## src/rtl/irq_share_pkg.sv

```systemverilog
package irq_share_pkg;

    localparam int SLOTS      = 6;
    localparam int GROUP_SIZE = 2;
    localparam int GROUPS     = SLOTS / GROUP_SIZE;
    localparam int IDX_W      = $clog2(SLOTS);
    localparam int ORD_W      = 3;

    // slot numbering
    localparam int SLOT_SHARED_RX   = 0;
    localparam int SLOT_SHARED_MULT = 1;
    localparam int SLOT_LINE_A      = 2;
    localparam int SLOT_TIMER0      = 3;
    localparam int SLOT_TIMER1      = 4;
    localparam int SLOT_LOWVOLT     = 5;

    typedef logic [SLOTS-1:0] slot_vec_t;
    typedef logic [IDX_W-1:0] slot_idx_t;
    typedef logic [ORD_W-1:0] order_code_t;

    typedef struct packed {
        logic       line_a;
        logic       line_b;
        logic       line_c;
        logic       uart_rx;
        logic       uart_tx;
        logic       baud;
        logic       wake;
        logic [1:0] timer;
        logic       lowvolt;
    } raw_ev_t;

    typedef struct packed {
        logic rx_en;
        logic tx_sel;
        logic baud_sel;
        logic wake_sel;
    } src_sel_t;

    // Group ranked at position pos (0 = highest) for a given order code.
    function automatic logic [1:0] group_at(input order_code_t code, input int unsigned pos);
        logic [5:0] ord;
        case (code)
            3'd1:    ord = {2'd1, 2'd2, 2'd0};
            3'd2:    ord = {2'd2, 2'd0, 2'd1};
            3'd3:    ord = {2'd0, 2'd2, 2'd1};
            3'd4:    ord = {2'd1, 2'd0, 2'd2};
            3'd5:    ord = {2'd0, 2'd1, 2'd2};
            default: ord = {2'd2, 2'd1, 2'd0};
        endcase
        return ord[pos*2 +: 2];
    endfunction

endpackage

```

## src/rtl/irq_src_route.sv

```systemverilog
module irq_src_route
    import irq_share_pkg::*;
(
    input  logic      clk,
    input  logic      rst,
    input  raw_ev_t   ev,
    input  src_sel_t  sel,
    output slot_vec_t set_o
);

    raw_ev_t prev_q;
    raw_ev_t rise;

    // Reset captures the live levels so release produces no spurious edge.
    always_ff @(posedge clk) begin
        if (rst) prev_q <= ev;
        else     prev_q <= ev;
    end

    assign rise = ev & ~prev_q;

    always_comb begin
        set_o = '0;
        set_o[SLOT_SHARED_RX] = sel.rx_en ? rise.uart_rx : rise.line_b;
        if (sel.tx_sel)
            set_o[SLOT_SHARED_MULT] = rise.uart_tx;
        else if (sel.baud_sel)
            set_o[SLOT_SHARED_MULT] = rise.baud;
        else if (sel.wake_sel)
            set_o[SLOT_SHARED_MULT] = rise.wake;
        else
            set_o[SLOT_SHARED_MULT] = rise.line_c;
        set_o[SLOT_LINE_A]  = rise.line_a;
        set_o[SLOT_TIMER0]  = rise.timer[0];
        set_o[SLOT_TIMER1]  = rise.timer[1];
        set_o[SLOT_LOWVOLT] = rise.lowvolt;
    end

endmodule

```

## src/rtl/irq_req_regs.sv

```systemverilog
module irq_req_regs
    import irq_share_pkg::*;
#(
    parameter int                  ADDR_W     = 8,
    parameter int                  DATA_W     = 8,
    parameter logic [ADDR_W-1:0]   PRIO_ADDR  = 'hF9,
    parameter logic [ADDR_W-1:0]   REQ_ADDR   = 'hFA,
    parameter logic [ADDR_W-1:0]   MASK_ADDR  = 'hFB,
    parameter int                  GLOBAL_BIT = 7
) (
    input  logic              clk,
    input  logic              rst,
    input  logic [ADDR_W-1:0] addr,
    input  logic              wr,
    input  logic [DATA_W-1:0] wdata,
    output logic [DATA_W-1:0] rdata,
    input  slot_vec_t         set_i,
    input  slot_vec_t         ack_clr_i,
    output slot_vec_t         req_o,
    output slot_vec_t         mask_o,
    output logic              glob_o,
    output slot_vec_t         active_o,
    output order_code_t       order_o
);

    slot_vec_t   req_q, req_d, req_base, mask_q;
    logic        glob_q;
    order_code_t order_q;

    wire wr_req  = wr && (addr == REQ_ADDR);
    wire wr_mask = wr && (addr == MASK_ADDR);
    wire wr_prio = wr && (addr == PRIO_ADDR);

    always_comb begin
        req_base = wr_req ? wdata[SLOTS-1:0] : req_q;
        req_d    = (req_base & ~ack_clr_i) | set_i;
    end

    always_ff @(posedge clk) begin
        if (rst) begin
            req_q   <= '0;
            mask_q  <= '0;
            glob_q  <= 1'b0;
            order_q <= '0;
        end else begin
            req_q <= req_d;
            if (wr_mask) begin
                mask_q <= wdata[SLOTS-1:0];
                glob_q <= wdata[GLOBAL_BIT];
            end
            if (wr_prio) order_q <= wdata[ORD_W-1:0];
        end
    end

    always_comb begin
        rdata = '0;
        if (addr == REQ_ADDR) begin
            rdata[SLOTS-1:0] = req_q;
        end else if (addr == MASK_ADDR) begin
            rdata[SLOTS-1:0]  = mask_q;
            rdata[GLOBAL_BIT] = glob_q;
        end else if (addr == PRIO_ADDR) begin
            rdata[ORD_W-1:0] = order_q;
        end
    end

    assign req_o    = req_q;
    assign mask_o   = mask_q;
    assign glob_o   = glob_q;
    assign order_o  = order_q;
    assign active_o = req_q & mask_q & {SLOTS{glob_q}};

    // reset leaves no latched request and global enable off
    assert_reset_clear_R1: assert property (@(posedge clk)
        $past(rst) |-> (req_q == '0 && !glob_q));

endmodule

```

## src/rtl/irq_arbiter.sv

```systemverilog
module irq_arbiter
    import irq_share_pkg::*;
(
    input  slot_vec_t   active_i,
    input  order_code_t order_i,
    output logic        pending_o,
    output slot_idx_t   vector_o
);

    logic [GROUPS-1:0] grp_any;
    slot_idx_t         grp_idx [GROUPS];

    for (genvar g = 0; g < GROUPS; g++) begin : g_group
        assign grp_any[g] = |active_i[g*GROUP_SIZE +: GROUP_SIZE];
        always_comb begin
            grp_idx[g] = slot_idx_t'(g*GROUP_SIZE);
            for (int k = GROUP_SIZE-1; k >= 0; k--) begin
                if (active_i[g*GROUP_SIZE + k]) grp_idx[g] = slot_idx_t'(g*GROUP_SIZE + k);
            end
        end
    end

    always_comb begin
        logic [1:0] g_sel;
        pending_o = 1'b0;
        vector_o  = '0;
        for (int pos = GROUPS-1; pos >= 0; pos--) begin
            g_sel = group_at(order_i, pos);
            if (grp_any[g_sel]) begin
                pending_o = 1'b1;
                vector_o  = grp_idx[g_sel];
            end
        end
    end

endmodule

```

## src/rtl/irq_share_ctrl.sv

```systemverilog
module irq_share_ctrl
    import irq_share_pkg::*;
#(
    parameter int                ADDR_W       = 8,
    parameter int                DATA_W       = 8,
    parameter logic [ADDR_W-1:0] PRIO_ADDR    = 'hF9,
    parameter logic [ADDR_W-1:0] REQ_ADDR     = 'hFA,
    parameter logic [ADDR_W-1:0] MASK_ADDR    = 'hFB,
    parameter int                GLOBAL_BIT   = 7,
    parameter int                TX_SEL_BIT   = 7,
    parameter int                BAUD_SEL_BIT = 5,
    parameter int                ANALOG_BIT   = 1,
    parameter int                WAKE_EN_BIT  = 4
) (
    input  logic              clk,
    input  logic              rst,
    input  logic [ADDR_W-1:0] reg_addr,
    input  logic              reg_wr,
    input  logic [DATA_W-1:0] reg_wdata,
    output logic [DATA_W-1:0] reg_rdata,
    input  logic              port_line_a,
    input  logic              port_line_b,
    input  logic              port_line_c,
    input  logic              ev_uart_rx,
    input  logic              ev_uart_tx,
    input  logic              ev_baud,
    input  logic              ev_wake,
    input  logic [1:0]        ev_timer,
    input  logic              ev_lowvolt,
    input  logic              rx_enable,
    input  logic [DATA_W-1:0] uart_ctl,
    input  logic [DATA_W-1:0] port_mode,
    input  logic [DATA_W-1:0] wake_ctl,
    input  logic              irq_ack,
    output logic              irq_pending,
    output logic [IDX_W-1:0]  irq_vector
);

    raw_ev_t     raw;
    src_sel_t    sel;
    slot_vec_t   set_v, ack_clr, req_q, mask_q, active;
    logic        glob;
    order_code_t order;

    assign raw = '{line_a: port_line_a, line_b: port_line_b, line_c: port_line_c,
                   uart_rx: ev_uart_rx, uart_tx: ev_uart_tx, baud: ev_baud,
                   wake: ev_wake, timer: ev_timer, lowvolt: ev_lowvolt};

    assign sel = '{rx_en:    rx_enable,
                   tx_sel:   uart_ctl[TX_SEL_BIT],
                   baud_sel: uart_ctl[BAUD_SEL_BIT],
                   wake_sel: port_mode[ANALOG_BIT] | wake_ctl[WAKE_EN_BIT]};

    irq_src_route u_route (
        .clk   (clk),
        .rst   (rst),
        .ev    (raw),
        .sel   (sel),
        .set_o (set_v)
    );

    assign ack_clr = (irq_ack && irq_pending) ? (slot_vec_t'(1) << irq_vector) : '0;

    irq_req_regs #(
        .ADDR_W    (ADDR_W),
        .DATA_W    (DATA_W),
        .PRIO_ADDR (PRIO_ADDR),
        .REQ_ADDR  (REQ_ADDR),
        .MASK_ADDR (MASK_ADDR),
        .GLOBAL_BIT(GLOBAL_BIT)
    ) u_regs (
        .clk       (clk),
        .rst       (rst),
        .addr      (reg_addr),
        .wr        (reg_wr),
        .wdata     (reg_wdata),
        .rdata     (reg_rdata),
        .set_i     (set_v),
        .ack_clr_i (ack_clr),
        .req_o     (req_q),
        .mask_o    (mask_q),
        .glob_o    (glob),
        .active_o  (active),
        .order_o   (order)
    );

    irq_arbiter u_arb (
        .active_i  (active),
        .order_i   (order),
        .pending_o (irq_pending),
        .vector_o  (irq_vector)
    );

    // a new slot-0 request comes only from the event selected in the cycle before
    assert_slot0_source_R2: assert property (@(posedge clk) disable iff (rst)
        ($rose(req_q[SLOT_SHARED_RX]) && !$past(reg_wr && reg_addr == REQ_ADDR)) |->
        ($past(rx_enable) ? ($past(ev_uart_rx) && !$past(ev_uart_rx, 2))
                          : ($past(port_line_b) && !$past(port_line_b, 2))));

    // the presented slot is latched and individually enabled
    assert_vec_enabled_R6: assert property (@(posedge clk) disable iff (rst)
        irq_pending |-> (req_q[irq_vector] && mask_q[irq_vector]));

    // global disable hides every request
    assert_global_off_R7: assert property (@(posedge clk) disable iff (rst)
        !glob |-> !irq_pending);

    // presented vector is a real slot
    assert_vec_range_R8: assert property (@(posedge clk) disable iff (rst)
        irq_pending |-> (int'(irq_vector) < SLOTS));

endmodule

```

## config.mk

```make
export PLATFORM = sky130hd
export DESIGN_NAME = irq_share_ctrl
export DESIGN_NICKNAME = d
export VERILOG_FILES = /design/src/rtl/irq_share_pkg.sv /design/src/rtl/irq_src_route.sv /design/src/rtl/irq_req_regs.sv /design/src/rtl/irq_arbiter.sv /design/src/rtl/irq_share_ctrl.sv
export SDC_FILE = /design/constraint.sdc
export NUM_CORES = 1
export LEC_CHECK = 0
export BUFFER_PORTS_ARGS = -buffer_cell sky130_fd_sc_hd__buf_2
export CAP_MARGIN = 20
export CORE_MARGIN = 2
export CORE_UTILIZATION = 52
export CTS_CLUSTER_DIAMETER = 30
export CTS_CLUSTER_SIZE = 28
export DETAILED_ROUTE_END_ITERATION = 10
export PLACE_DENSITY = 0.85
export SKIP_LAST_GASP = 1
export SYNTH_ARGS = -nofsm -noshare
export SYNTH_HDL_FRONTEND = slang
export SYNTH_SLANG_ARGS = --single-unit
export TNS_END_PERCENT = 50
```

## constraint.sdc

```tcl
create_clock -name clk -period 3.99 [get_ports clk]
set_input_delay 0.1995 -clock clk [delete_from_list [all_inputs] [get_ports clk]]
set_output_delay 0.1995 -clock clk [all_outputs]
set_load 0.01 [all_outputs]
```

==> results.cfg, run 1 <==
[synthesis]
synth_cell_types = 50
synth_top_area_share_pct = 30.7
synth_top_cell_by_area = dfxtp_1
synth_flop_cell = dfxtp_1
syn_area_um2 = 1690
synthCells = 185
synth-seq-cells = 26
ys.warnings.count = 0
syn_nets = 243
yosysSeqAreaShare_pct = 30.7
async_flop_share_pct = 0
avgSynthCellArea_um2 = 9.16
synth_edf_count = 0
synth.area.top_cells = dfxtp_1, mux2i_1, nor2_1

[clock_tree]
cts_tree = built
clk_latency_ps = 330
clock_path_buffers = 2
htreeDepth = 1
cts_root_buffer = clkbuf_4
cts_resized = 0
cts.sinks = 26
path_clk_slew_ps = 150
cts_buffers = 3

[layout]
final_nets = 294
synthToLayoutAreaGrowth_pct = 22.9
drive_gt1_share_pct = 28.1
nFillCells = 247
antenna_cells = 0

[die]
core_area_um2 = 3080
fp.dieH_um = 61.1
start_util_pct = 55.0
die_width_um = 61.1
core.rowCount = 20
ios = 67
die_area_um2 = 3730

[timing]
slew_violations = 0
whs_ps = 120
hold_violations = 0
maxSlewHeadroom_pct = 61.5
fin_crit_sh_pct = 82.0
rsz0062_at_grt = no
skew_ps = 16.2
clock.fmax_ghz = 0.306
tightest_slew_ps = 577
finalSetupViolations = 0
setup_tns_ps = 0
finalCriticalPeriod_ps = 3270

[critical_path]
critPathLaunchType = flop
reg2reg_depth = 8
reg2reg_from = u_regs.order_o[1]
crit_arrival_ps = 3070
crit_type = flop to primary output
rrSetupSlack_ps = 1080
crit_fanout = 13
timing.rr.end = u_regs.req_o[2]
end_kind = primary output
worstPathRequired_ps = 3790

[job]
maxCapViolCount = 0

[routing]
drtPass1Iterations = 4
avgRoutedWirePerCell_um = 15.0
via_per_inst = 5.88
drt_wl_total_um = 4190
ant_nets = 0
drtIter0Drc = 87
route.detailed.drc = 0
vias = 1640

[outcome]
outcome = complete, no violations

[power_and_ir_drop]
cellPowerDensity_nw_per_um2 = 247
leakagePower_nw = 0.956
ir_drop_mv = 0.303

[min_path]
min_to = u_regs.glob_o
min_delay_path_depth = 3
hp-class = input pin to flop
hp-start = reg_wdata[7]

[placed_design]
hpwl_um = 3040
gp_congestion = 0.947
numPortBuffers = 44

[grt]
antenna_found_initial = 0
overflow = 0
grt_usage_pct = 23.9
grt_pass1_wl_um = 6710
grt_pass1_vias = 1510
grt_max_degree = 18
-- stage by stage --
stage / power, mW / std cells / area [um2] / setup WS [ps] / utilization, %
after global routing: 0.531 / 279 / 2080 / 526 / 67.6
after CTS: 0.513 / 279 / 2080 / 791 / 67.6
after floorplan: 0.304 / 185 / 1690 / 1810 / -
after detailed placement: 0.329 / 265 / 1930 / 1160 / 62.7
final: 0.514 / 279 / 2080 / 720 / 67.6
after global placement: 0.327 / 265 / 1930 / 1220 / 62.7
-- sequential cells by signal (all words and copies together), names as in the netlist --
register and cells:
u_route.prev_q 10, u_regs.mask_o 6, u_regs.req_o 6, u_regs.order_o 3
u_regs.glob_o 1
-- worst max path at each step --
stage	startpoint	to	slack (ps)	cells past startpoint
5_1_grt	u_regs.order_o[1]	irq_vector[0]	530	9
2_1_floorplan	u_regs.order_o[2]	u_regs.req_o[1]	1810	9
6_report	u_regs.order_o[1]	irq_vector[0]	720	9
4_1_cts	u_regs.order_o[1]	irq_vector[0]	790	9
3_3_place_gp	u_regs.order_o[1]	irq_vector[0]	1220	9
3_5_place_dp	u_regs.order_o[1]	u_regs.req_o[3]	1160	8
-- report_power, final --
group	switching [mW]	internal [mW]	total, mW
clock	0.0802	0.102	0.182
combinational	0.0238	0.0313	0.0551
sequential	0.00721	0.270	0.277
-- cells in the final DEF, fill, tap and decap left out, types with 2 or more instances in the layout --
cell and count:
ha_1 3, clkbuf_4 3, and4_1 3, and3_1 4, nand2b_1 7, nand4_1 2
dlygate4sd3_1 10, nand3b_1 2, a21oi_2 2, a21oi_1 3, nand3_1 4, a211oi_1 3
nor3b_1 2, buf_2 44, nor2b_1 2, inv_2 2, mux2i_1 23, dfxtp_1 26
and4b_1 4, inv_1 9, a22oi_2 3, nand2_1 8, a221oi_1 3, o21ai_0 2
a31oi_1 2, nor3_1 2, a221oi_2 3, mux2_2 5, nor4b_1 5, nor2_1 20
a22oi_1 4
-- worst max-delay path, cell delays in order (launching register included) --
cell,delay (ps)
dfxtp_1,620
inv_1,170
ha_1,440
inv_2,80
o21ai_0,350
mux2i_1,370
a21boi_1,250
o32ai_2,160
inv_2,150
buf_2,150
-- layout make-up --
type	instances	area, um2	share of cell area [%]
well taps	44	55.1	2.64
clock buffers	3	22.5	1.08
inverters	11	41.3	1.98
clock inverters	1	30.0	1.44
multi-input cells	140	1090	52.5
flip-flops and latches	26	520	25.0
repair buffers	54	320	15.4
-- synthesized netlist by cell type, types with 3 or more instances --
library cell  count
inv_1             9
mux2i_1          23
a221oi_2          3
mux2_2            5
and4b_1           4
dfxtp_1          26
and3_1            4
nor4b_1           5
nand2_1           8
clkbuf_1          4
a21oi_1           3
and4_1            3
ha_1              3
a22oi_1           4
a22oi_2           3
a211oi_1          3
nand2b_1          7
nand3_1           4
a221oi_1          3
nor2_1           20
-- per-layer routing --
layer	global-route usage, %	vias to the layer above	share of wire [%]	routed length (um)
met5	0	-	0	0
met4	6.21	0	1.2	51
met3	4.83	6	7.1	296
met2	39.2	74	48	2030
met1	32.2	761	43	1810
li1	-	799	-	-
-- logic make-up (layout without fill, tap and decap cells) --
logic type | count (synthesis) | in the layout | share of synthesized area, %
AND/OR/NAND/NOR | 68 | 68 | 23.4
AO/OA/AOI/OAI | 39 | 39 | 20.4
multiplexers | 29 | 29 | 18.2
flip-flops | 26 | 26 | 30.7
buffers and inverters | 19 | 69 | 4.80
adder cells (fa/ha/maj) | 3 | 3 | 2.22
other | 1 | 1 | 0.221
-- timing repair --
item	CTS	global route
hold buffers	10	0
setup buffers	0	0
hold endpoints to repair	10	0
setup endpoints to repair	0	0
Note: power is estimated with default switching activity, not from simulation.
==> inputs of run 2 (changes only) <==
--- a/config.mk
+++ b/config.mk
@@ -8,11 +8,11 @@
 export BUFFER_PORTS_ARGS = -buffer_cell sky130_fd_sc_hd__buf_2
 export CAP_MARGIN = 20
 export CORE_MARGIN = 2
-export CORE_UTILIZATION = 52
+export CORE_UTILIZATION = 44
 export CTS_CLUSTER_DIAMETER = 30
 export CTS_CLUSTER_SIZE = 28
 export DETAILED_ROUTE_END_ITERATION = 10
-export PLACE_DENSITY = 0.85
+export PLACE_DENSITY = 0.76
 export SKIP_LAST_GASP = 1
 export SYNTH_ARGS = -nofsm -noshare
 export SYNTH_HDL_FRONTEND = slang
==> constraint.sdc (replaced) <==
create_clock -name clk -period 2.75 [get_ports clk]
set_input_delay 0.1375 -clock clk [delete_from_list [all_inputs] [get_ports clk]]
set_output_delay 0.1375 -clock clk [all_outputs]
set_load 0.01 [all_outputs]
==> run 2 against run 1 <==
Register-to-register slack worse by 730 ps; first-iteration DRC count increased by 5.7%; combinational power is 44% higher; count of clock-buffer cells in the layout is the same; sequential share of layout area shrank 0.94 points; cell area increased by 3.9%; clock power is 74% higher; cell count rose by 3.2%; clock skew decreased by 13 ps; sequential power up 45%; sequential cell count is the same; largest cell class unchanged; highest routed layer unchanged.
==> results.cfg, run 2 (synthesis results as in run 1) <==
[timing]
fin_crit_sh_pct = 93.0
hold_violations = 0
tightest_slew_ps = 497
setup_tns_ps = 0
rsz0062_at_grt = no
skew_ps = 3.40
maxSlewHeadroom_pct = 66.8
clock.fmax_ghz = 0.391
finalSetupViolations = 0
whs_ps = 92.8
finalCriticalPeriod_ps = 2560
slew_violations = 0

[clock_tree]
cts_root_buffer = clkbuf_8
htreeDepth = 1
cts_tree = built
clk_latency_ps = 270
clock_path_buffers = 2
path_clk_slew_ps = 90
cts.sinks = 26
cts_buffers = 3

[layout]
synthToLayoutAreaGrowth_pct = 27.7
regMostFlops = u_route.prev_q
final_common_cell = buf_2
nFillCells = 332
largest_reg_flops = 10
final_cell_mix = buf_2, dfxtp_1, mux2i_1, nor2_1, dlygate4sd3_1
final_nets = 299
drive_gt1_share_pct = 30.4
antenna_cells = 0

[min_path]
hp-start = reg_wdata[7]
hp-class = input pin to flop

[die]
core.rowCount = 22
start_util_pct = 45.9
die_area_um2 = 4360
ios = 67
fp.dieH_um = 66.1
core_area_um2 = 3690
die_width_um = 66.1

[critical_path]
cp_cell_sequence = inv_1 -> ha_1 -> inv_2 -> o21ai_1 -> mux2i_1 -> a21boi_2 -> o32ai_4 -> inv_2 -> buf_2
startpoint = u_regs.order_o[1]
crit_arrival_ps = 2420
critPathLaunchType = flop
crit_type = flop to primary output
end_kind = primary output
crit_family = compound AO/OA/AOI/OAI gates
crit_fanout = 4
crit_buf_inv = 4
crit_slowest_cell = ha_1
path_common_cell = inv_2
reg2reg_from = u_regs.order_o[1]
max_stage_delay_ps = 410
worstPathRequired_ps = 2610

[grt]
overflow = 0
antenna_found_initial = 0
grt_pass1_wl_um = 6870
grt_usage_pct = 20.4
grt_max_degree = 17
grt_pass1_vias = 1519

[placed_design]
hpwl_um = 3040
gp_congestion = 0.854
numPortBuffers = 44

[power_and_ir_drop]
leakagePower_nw = 0.992
ir_drop_mv = 0.472
cellPowerDensity_nw_per_um2 = 369
totalPowerFinal_mw = 0.798

[routing]
avgRoutedWirePerCell_um = 14.7
drtIter0Drc = 92
via_per_inst = 5.57
drt_wl_total_um = 4230
route.detailed.drc = 0
vias = 1603
ant_nets = 0
drtPass1Iterations = 4

[job]
maxCapViolCount = 0

[outcome]
outcome = complete, no violations
==> run 2: cell count changes in the layout (fill, tap and decap cells not counted), sizes merged <==
cell / before / now
buf: 44 / 49
==> run 2: cell type report <==
cell class | count | area [um2] | area share, %
Clock inverter | 1 | 30.0 | 1.39
Sequential cell | 26 | 520 | 24.1
Multi-Input combinational cell | 140 | 1110 | 51.4
Clock buffer | 3 | 41.3 | 1.91
Tap cell | 48 | 60.1 | 2.78
Inverter | 11 | 41.3 | 1.91
Timing Repair Buffer | 59 | 358 | 16.5
==> run 2: timing repair <==
item	4_1_cts	5_1_grt
hold buffers	10	0
resized for setup	0	4
buffers inserted	0	1
endpoints found under the hold margin	10	0
setup endpoints to repair	0	1
==> run 2: final timing paths <==
check	end	slack, ps	depth (start not counted)
setup / recovery	irq_vector[0]	190	9
hold / removal	u_regs.glob_o	90	3
setup reg to reg	u_regs.req_o[3]	350	9
hold reg to reg	u_regs.req_o[5]	530	2
==> run 2: worst reg2reg max path, cell delays in order, from the launching register on <==
cell and delay, ps:
dfxtp_1 340, inv_1 100, ha_1 410, inv_2 80
o21ai_1 260, mux2i_1 290, buf_4 150, a41oi_1 190
and4_1 290, a221oi_2 210
==> run 2: where the power goes <==
part	total (mW)	switching, mW	leakage [nW]	internal [mW]
clock network	0.317	0.122	0.0357	0.195
logic	0.0795	0.0340	0.742	0.0455
registers	0.401	0.0101	0.215	0.391
total	0.798	0.167	0.992	0.631
==> run 2: layer usage <==
| layer | wire [um] | up-vias | track usage (%) |
|---|---|---|---|
| met5 | 0 | - | 0 |
| met4 | 27 | 0 | 4.85 |
| met3 | 284 | 5 | 4.77 |
| met2 | 1970 | 58 | 34.7 |
| met1 | 1950 | 729 | 26.2 |
| li1 | - | 811 | - |
==> run 2: metrics by stage <==
stage	setup WS, ps	cell area [um2]	utilization [%]	cells
5_1_grt	40.1	2160	58.6	288
2_1_floorplan	568	1690	-	185
6_report	193	2160	58.6	288
3_5_place_dp	336	1960	53.3	273
3_3_place_gp	391	1960	53.3	273
4_1_cts	56.8	2140	57.9	287
